==> config.mk <==
export PLATFORM = sky130hd
export DESIGN_NAME = jtag_tap_ctl
export DESIGN_NICKNAME = d
export VERILOG_FILES = /design/src/rtl/jtag_tap_pkg.sv /design/src/rtl/jtag_tap_fsm.sv /design/src/rtl/jtag_tap_ir.sv /design/src/rtl/jtag_tap_bsr.sv /design/src/rtl/jtag_tap_ctl.sv
export SDC_FILE = /design/constraint.sdc
export NUM_CORES = 1
export LEC_CHECK = 0
export ABC_CLOCK_PERIOD_IN_PS = 2200
export CAP_MARGIN = 40
export CORE_UTILIZATION = 57
export CTS_CLUSTER_DIAMETER = 100
export CTS_CLUSTER_SIZE = 12
export DETAILED_ROUTE_END_ITERATION = 10
export DONT_BUFFER_PORTS = 1
export PLACE_DENSITY_LB_ADDON = 0.12
export RECOVER_POWER = 25
export SYNTH_ARGS = -nofsm -noshare
export SYNTH_HDL_FRONTEND = slang
export SYNTH_HIERARCHICAL = 1
export SYNTH_SLANG_ARGS = --single-unit
export TNS_END_PERCENT = 10
==> constraint.sdc <==
create_clock -name tck -period 2.2 [get_ports tck]
set_clock_uncertainty 0.15 [all_clocks]
set_input_delay 0.33 -clock tck [delete_from_list [all_inputs] [get_ports tck]]
set_output_delay 0.33 -clock tck [all_outputs]
set_load 0.005 [all_outputs]
==> src/rtl/jtag_tap_pkg.sv <==
package jtag_tap_pkg;

  localparam int IR_W = 3;

  // Opcodes: the encoding is part of the external behaviour
  localparam logic [IR_W-1:0] OP_EXT   = 3'b000;
  localparam logic [IR_W-1:0] OP_SAMP  = 3'b001;
  localparam logic [IR_W-1:0] OP_USR_A = 3'b010;
  localparam logic [IR_W-1:0] OP_USR_B = 3'b011;
  localparam logic [IR_W-1:0] OP_RDBK  = 3'b100;
  localparam logic [IR_W-1:0] OP_CFG   = 3'b101;
  localparam logic [IR_W-1:0] OP_IDC   = 3'b110;
  localparam logic [IR_W-1:0] OP_BYP   = 3'b111;

  localparam logic [IR_W-1:0] IR_CAPTURE_VAL = 3'b001;

  typedef enum logic [3:0] {
    ST_TLR, ST_RTI,
    ST_SEL_DR, ST_CAP_DR, ST_SH_DR, ST_EX1_DR, ST_PAU_DR, ST_EX2_DR, ST_UPD_DR,
    ST_SEL_IR, ST_CAP_IR, ST_SH_IR, ST_EX1_IR, ST_PAU_IR, ST_EX2_IR, ST_UPD_IR
  } tap_st_e;

  function automatic tap_st_e tap_next(input tap_st_e s, input logic m);
    case (s)
      ST_TLR:    return m ? ST_TLR    : ST_RTI;
      ST_RTI:    return m ? ST_SEL_DR : ST_RTI;
      ST_SEL_DR: return m ? ST_SEL_IR : ST_CAP_DR;
      ST_CAP_DR: return m ? ST_EX1_DR : ST_SH_DR;
      ST_SH_DR:  return m ? ST_EX1_DR : ST_SH_DR;
      ST_EX1_DR: return m ? ST_UPD_DR : ST_PAU_DR;
      ST_PAU_DR: return m ? ST_EX2_DR : ST_PAU_DR;
      ST_EX2_DR: return m ? ST_UPD_DR : ST_SH_DR;
      ST_UPD_DR: return m ? ST_SEL_DR : ST_RTI;
      ST_SEL_IR: return m ? ST_TLR    : ST_CAP_IR;
      ST_CAP_IR: return m ? ST_EX1_IR : ST_SH_IR;
      ST_SH_IR:  return m ? ST_EX1_IR : ST_SH_IR;
      ST_EX1_IR: return m ? ST_UPD_IR : ST_PAU_IR;
      ST_PAU_IR: return m ? ST_EX2_IR : ST_PAU_IR;
      ST_EX2_IR: return m ? ST_UPD_IR : ST_SH_IR;
      default:   return m ? ST_SEL_DR : ST_RTI;
    endcase
  endfunction

endpackage

==> src/rtl/jtag_tap_fsm.sv <==
module jtag_tap_fsm
  import jtag_tap_pkg::*;
(
  input  logic    tck,
  input  logic    rst,
  input  logic    tms,
  output tap_st_e st
);

  always_ff @(posedge tck) begin
    if (rst) st <= ST_TLR;
    else     st <= tap_next(st, tms);
  end

endmodule

==> src/rtl/jtag_tap_ir.sv <==
module jtag_tap_ir
  import jtag_tap_pkg::*;
(
  input  logic            tck,
  input  logic            rst,
  input  logic            tdi,
  input  tap_st_e         st,
  output logic [IR_W-1:0] ir,
  output logic            so
);

  logic [IR_W-1:0] sr;

  always_ff @(posedge tck) begin
    if (rst) begin
      sr <= IR_CAPTURE_VAL;
      ir <= OP_IDC;
    end else begin
      case (st)
        ST_TLR:    ir <= OP_IDC;
        ST_CAP_IR: sr <= IR_CAPTURE_VAL;
        ST_SH_IR:  sr <= {tdi, sr[IR_W-1:1]};
        ST_UPD_IR: ir <= sr;
        default: ;
      endcase
    end
  end

  assign so = sr[0];

endmodule

==> src/rtl/jtag_tap_bsr.sv <==
module jtag_tap_bsr #(
  parameter int N_BIDIR  = 4,
  parameter int N_INONLY = 2,
  localparam int BASE_IN = 2 + 3 * N_BIDIR,
  localparam int LEN     = BASE_IN + N_INONLY + 1
) (
  input  logic                tck,
  input  logic                rst,
  input  logic                en,
  input  logic                cap,
  input  logic                shf,
  input  logic                upd,
  input  logic                tdi,
  input  logic                probe_t,
  input  logic                probe_o,
  input  logic [N_BIDIR-1:0]  pad_in,
  input  logic [N_INONLY-1:0] pad_in_only,
  input  logic [N_BIDIR-1:0]  core_out,
  input  logic [N_BIDIR-1:0]  core_oe,
  output logic                so,
  output logic [N_BIDIR-1:0]  lat_out,
  output logic [N_BIDIR-1:0]  lat_oe,
  output logic                lat_net,
  output logic [LEN-1:0]      lat_vec
);

  logic [LEN-1:0] cap_v;
  logic [LEN-1:0] sr;
  logic [LEN-1:0] lat;

  // Capture layout: probes at the serial-out end, update bit at the serial-in end
  always_comb begin
    cap_v        = '0;
    cap_v[0]     = probe_t;
    cap_v[1]     = probe_o;
    for (int k = 0; k < N_BIDIR; k++) begin
      cap_v[2 + 3*k] = pad_in[k];
      cap_v[3 + 3*k] = core_out[k];
      cap_v[4 + 3*k] = core_oe[k];
    end
    for (int j = 0; j < N_INONLY; j++)
      cap_v[BASE_IN + j] = pad_in_only[j];
    cap_v[LEN-1] = lat[LEN-1];
  end

  always_ff @(posedge tck) begin
    if (rst) begin
      sr  <= '0;
      lat <= '0;
    end else if (en) begin
      if (cap)      sr  <= cap_v;
      else if (shf) sr  <= {tdi, sr[LEN-1:1]};
      if (upd)      lat <= sr;
    end
  end

  genvar k;
  generate
    for (k = 0; k < N_BIDIR; k++) begin : g_pin
      assign lat_out[k] = lat[3 + 3*k];
      assign lat_oe[k]  = lat[4 + 3*k];
    end
  endgenerate

  assign so      = sr[0];
  assign lat_net = lat[LEN-1];
  assign lat_vec = lat;

endmodule

==> src/rtl/jtag_tap_ctl.sv <==
module jtag_tap_ctl
  import jtag_tap_pkg::*;
#(
  parameter int              N_BIDIR  = 4,
  parameter int              N_INONLY = 2,
  parameter int              ID_W     = 32,
  parameter logic [ID_W-1:0] ID_VAL   = 32'h1A5C_3093
) (
  input  logic                tck,
  input  logic                rst,
  input  logic                tms,
  input  logic                tdi,
  output logic                tdo_o,
  output logic                tdo_oe,
  input  logic                usr_a_tdo,
  input  logic                usr_b_tdo,
  input  logic                rdbk_din,
  input  logic                cfg_dout,
  output logic                usr_a_sel,
  output logic                usr_b_sel,
  output logic                usr_drck,
  output logic                usr_idle,
  input  logic                probe_t,
  input  logic                probe_o,
  input  logic [N_BIDIR-1:0]  pad_in,
  input  logic [N_INONLY-1:0] pad_in_only,
  input  logic [N_BIDIR-1:0]  core_out,
  input  logic [N_BIDIR-1:0]  core_oe,
  output logic [N_BIDIR-1:0]  pad_out,
  output logic [N_BIDIR-1:0]  pad_oe,
  output logic                int_net
);

  localparam int BS_LEN = 3 + 3 * N_BIDIR + N_INONLY;

  tap_st_e         st;
  logic [IR_W-1:0] ir;
  logic            ir_so;
  logic            bs_so;
  logic            bs_sel;
  logic            user_op;
  logic            dr_so;
  logic            byp_q;
  logic [ID_W-1:0] id_q;
  logic            drck_en;
  logic [N_BIDIR-1:0] lat_out;
  logic [N_BIDIR-1:0] lat_oe;
  logic [BS_LEN-1:0]  lat_vec;

  jtag_tap_fsm u_fsm (.tck(tck), .rst(rst), .tms(tms), .st(st));

  jtag_tap_ir u_ir (.tck(tck), .rst(rst), .tdi(tdi), .st(st), .ir(ir), .so(ir_so));

  assign bs_sel  = (ir == OP_EXT) || (ir == OP_SAMP);
  assign user_op = (ir == OP_USR_A) || (ir == OP_USR_B);

  jtag_tap_bsr #(.N_BIDIR(N_BIDIR), .N_INONLY(N_INONLY)) u_bsr (
    .tck(tck), .rst(rst), .en(bs_sel),
    .cap(st == ST_CAP_DR), .shf(st == ST_SH_DR), .upd(st == ST_UPD_DR),
    .tdi(tdi), .probe_t(probe_t), .probe_o(probe_o),
    .pad_in(pad_in), .pad_in_only(pad_in_only),
    .core_out(core_out), .core_oe(core_oe),
    .so(bs_so), .lat_out(lat_out), .lat_oe(lat_oe),
    .lat_net(int_net), .lat_vec(lat_vec)
  );

  // Bypass stage and identification register
  always_ff @(posedge tck) begin
    if (rst) begin
      byp_q <= 1'b0;
      id_q  <= ID_VAL;
    end else if (st == ST_CAP_DR) begin
      byp_q <= 1'b0;
      id_q  <= ID_VAL;
    end else if (st == ST_SH_DR) begin
      byp_q <= tdi;
      id_q  <= {tdi, id_q[ID_W-1:1]};
    end
  end

  always_comb begin
    case (ir)
      OP_EXT, OP_SAMP: dr_so = bs_so;
      OP_USR_A:        dr_so = usr_a_tdo;
      OP_USR_B:        dr_so = usr_b_tdo;
      OP_RDBK:         dr_so = rdbk_din;
      OP_CFG:          dr_so = cfg_dout;
      OP_IDC:          dr_so = id_q[0];
      default:         dr_so = byp_q;
    endcase
  end

  // Falling-edge output stage and user clock gate
  always_ff @(negedge tck) begin
    if (rst) begin
      tdo_o   <= 1'b0;
      tdo_oe  <= 1'b0;
      drck_en <= 1'b0;
    end else begin
      tdo_oe  <= (st == ST_SH_DR) || (st == ST_SH_IR);
      tdo_o   <= (st == ST_SH_IR) ? ir_so : ((st == ST_SH_DR) ? dr_so : 1'b0);
      drck_en <= user_op && ((st == ST_CAP_DR) || (st == ST_SH_DR));
    end
  end

  assign usr_drck  = tck & drck_en;
  assign usr_a_sel = (ir == OP_USR_A);
  assign usr_b_sel = (ir == OP_USR_B);
  assign usr_idle  = (st == ST_RTI);

  assign pad_out = (ir == OP_EXT) ? lat_out : ((ir == OP_CFG) ? '0 : core_out);
  assign pad_oe  = (ir == OP_EXT) ? lat_oe  : ((ir == OP_CFG) ? '0 : core_oe);

endmodule

; Word level (Yosys, flattened, before mapping)
; Index checks and enable logic that the tools add are counted.
[op_classes]
add_sub_neg = 0
mul = 0
div = 0
n_lt_le_gt_ge = 0
n_eq_ne = 21
n_shift = 0
n_mux = 24
bitwise = 1
reduce_logical = 16
[ops]
columns = op, n
row1 = 4-bit one-hot mux with 11 select lines, 1
row2 = 17-bit 2-to-1 mux, 2
row3 = "4-bit equality test, second input constant", 8
row4 = 4-bit 2-to-1 mux, 8
row5 = "4-bit by 3-bit equality test with 1-bit output, second input constant", 4
row6 = 3-bit one-hot mux with 2 select lines, 2
row7 = "3-bit equality test, second input constant", 3
row8 = "4-bit by 2-bit equality test with 1-bit output, second input constant", 2
row9 = 2-bit OR reduction, 4
row10 = "3-bit by 2-bit equality test with 1-bit output, second input constant", 2
row11 = 2-bit 2-to-1 mux, 3
row12 = 3-bit 2-to-1 mux, 2
row13 = 1-bit one-hot mux with 6 select lines, 1
row14 = 2-bit nonzero test, 3
row15 = 1-bit 2-to-1 mux, 5
row16 = "4-bit by 1-bit equality test with 1-bit output, second input constant", 1
row17 = 4-bit logical NOT, 1
row18 = 1-bit logical OR, 4
row19 = 2-bit AND reduction, 2
row20 = "3-bit by 1-bit equality test with 1-bit output, second input constant", 1
row21 = 3-bit logical NOT, 1
row22 = 1-bit bitwise AND, 1
row23 = 1-bit logical AND, 1
[totals]
register_bits = 80
latch_bits = 0
mem_bits_rw = 0
romBits = 0
inputBits = 24
n_memories = 0

; Logic depth before layout (Yosys ltp)
[logic_depth]
depth_word = 5
depth_mapped = 9
mapped_depth_nobuf = 5

; By module
; The synthesis kept the hierarchy.
[by_module_without_submodules]
columns = module, n_inst, cells_each, area_each_um2
row1 = jtag_tap_bsr, 1, 161, 1584.0
row2 = jtag_tap_ctl, 1, 199, 1515.2
row3 = jtag_tap_fsm, 1, 37, 291.5
row4 = jtag_tap_ir, 1, 26, 247.7

==> flow_metrics.py <==
metrics = {
    "timing": {
        "setup_viol": 7,
        "rsz0062_at_grt": "yes",
        "tightestPinTransition_ns": 0.4914,
        "slew_viol_final": 0,
        "whs_ns": 0.01597,
        "layout_setup_ws_ns": -0.3578,
        "finalSetupTns_ns": -1.779,
        "hold_viol": 0,
        "max_slew_margin": 0.6640,
    },
    "yosys": {
        "synth_area_per_cell_um2": 8.667,
        "syn_area_mm2": 0.003311,
        "yosys_warnings": 6,
        "synthesis.nets": 406,
        "synthCells": 382,
    },
    "clock_network": {
        "clk_latency_ns": 0.45,
        "clk_pin_slew_ns": 0.08,
        "cts_tree": "done",
    },
    "global_routing": {
        "antenna_found_initial": 0,
        "grt.overflow.total": 0,
        "grt_pass1_vias": 2472,
        "grt_max_degree": 38,
        "grtUsageTotal": 0.2396,
        "grt_pass1_wl_um": 11310,
    },
    "finish": {
        "n_antenna_cell": 0,
        "instances_no_fill": 468,
        "final_nets": 417,
        "multiInputGateArea_mm2": 0.001629,
        "fin_util": 0.6667,
        "regArea_mm2": 0.001430,
        "area_growth_pct": 11.56,
        "post_route_cells_drive_above_1_share": 0.2121,
        "fillers": 482,
        "final_area_mm2": 0.003694,
    },
    "pwr": {
        "vdd_drop_max_uv": 435.5,
        "cellLeakagePower_nw": 1.292,
        "power_density_mw_per_mm2": 733.8,
        "p_total_mw": 2.710,
    },
    "outcome": {
        "status": "finished with violations",
        "violations": "setup timing",
    },
    "worst_setup_path": {
        "startpoint_type": "flip-flop",
        "path_buf_inv": 1,
        "worst_path_dominant_cell_family": "simple AND/OR/NAND/NOR gates",
        "cp_slowest_cell": "or4b_4",
        "critical_path_arrival_ns": 1.71,
        "crit_required_ns": 1.36,
        "max_stage_delay_ns": 0.59,
        "critPathCaptureType": "flip-flop",
        "crit_fanout": 3,
        "crit_chain": "or4b_4, clkinv_8, o31ai_2, o32ai_1",
        "worstSetupPathType": "reg -> reg",
    },
    "routing": {
        "drt_wl_total_um": 6859,
        "ant_nets": 0,
        "drt-pass1-iter-count": 4,
        "route.vias.total": 2651,
        "drc": 0,
        "routedWlPerCell_um": 14.66,
        "viasPerCell": 5.665,
        "drt-initial-drc-count": 176,
    },
    "placement": {
        "dpl.cell_count": 442,
        "gp_congestion": 0.7339,
        "io_buffers": 0,
        "placed_area_mm2": 0.003343,
        "dp_slack_ns": -0.5274,
        "place_hpwl_um": 4336,
    },
    "run": {
        "timing.max_cap.violations": 0,
    },
    "floorplanning": {
        "pin_count": 39,
        "die_w_um": 78.21,
        "placementRows": 27,
        "die_area_mm2": 0.006117,
        "core_area_mm2": 0.005540,
        "fp.dieH_um": 78.21,
        "initial_core_util": 0.5976,
    },
    "min_path": {
        "hp-class": "in -> reg",
    },
}
## path summary, 6_finish.rpt
check,startpoint,depth (start not counted),slack (ns),endpoint
min reg2reg,id_q[25]$_SDFFE_PP1P_,2,0.30,id_q[24]$_SDFFE_PP0P_
max,u_fsm/st[3]$_SDFF_PP0_,4,-0.36,tdo_o$_SDFF_NP0_
max reg2reg,u_fsm/st[3]$_SDFF_PP0_,4,-0.36,tdo_o$_SDFF_NP0_
min,core_out[0],2,0.02,u_bsr/sr[3]$_SDFFE_PP0P_
## routing by layer
metal  up-vias  routed length, µm  track usage
met1      1229               3138       0.2996
met4         0                 93       0.1185
met2        78               3256       0.3886
li1       1335                  -            -
met5         -                  0            0
met3         9                371      0.05349
## flip-flops by register name, summed over array words and instances, names as in the netlist
signal,flops
id_q,31
u_bsr/sr,17
u_bsr/lat_vec,9
u_fsm/st,4
u_ir/ir,3
u_ir/sr,3
byp_q,1
drck_en,1
tdo_o,1
tdo_oe,1
## what timing repair did
item,CTS,global route
resized for setup,7,2
hold endpoints to repair,37,0
setup endpoints to repair,9,15
buffers inserted,0,0
hold buffers,7,0
## power breakdown
group | internal (mW) | total, mW | switching [mW]
Combinational | 0.0597 | 0.156 | 0.0968
Sequential | 1.30 | 1.31 | 0.00677
Clock | 0.747 | 1.25 | 0.501
Total | 2.11 | 2.71 | 0.604
## cell usage in the layout (no fill, tap or decap), drive strengths merged, types with 10 or more instances in the layout
cell type and instances:
o21ai 13, nor2 27, buf 18, a21oi 34, mux2i 18, dfxtp 71, inv 10, nand3 16
a211oi 19, nand2 96, clkbuf 16
## worst reg2reg max path, delay by kind of cell (launching register included)
kind | cells | cell delay [ns]
flip-flops | 1 | 0.32
AO/OA/AOI/OAI | 2 | 0.29
buffers and inverters | 1 | 0.07
AND/OR/NAND/NOR | 1 | 0.59
## cell type report
type                            instances  area share
Tap cell                               72     0.02439
Clock buffer                           15     0.05725
Clock inverter                          5     0.01321
Sequential cell                        71      0.3872
Timing Repair Buffer                   25     0.06538
Inverter                                8     0.01152
Multi-Input combinational cell        272      0.4411
(Power assumes the default switching activity.)
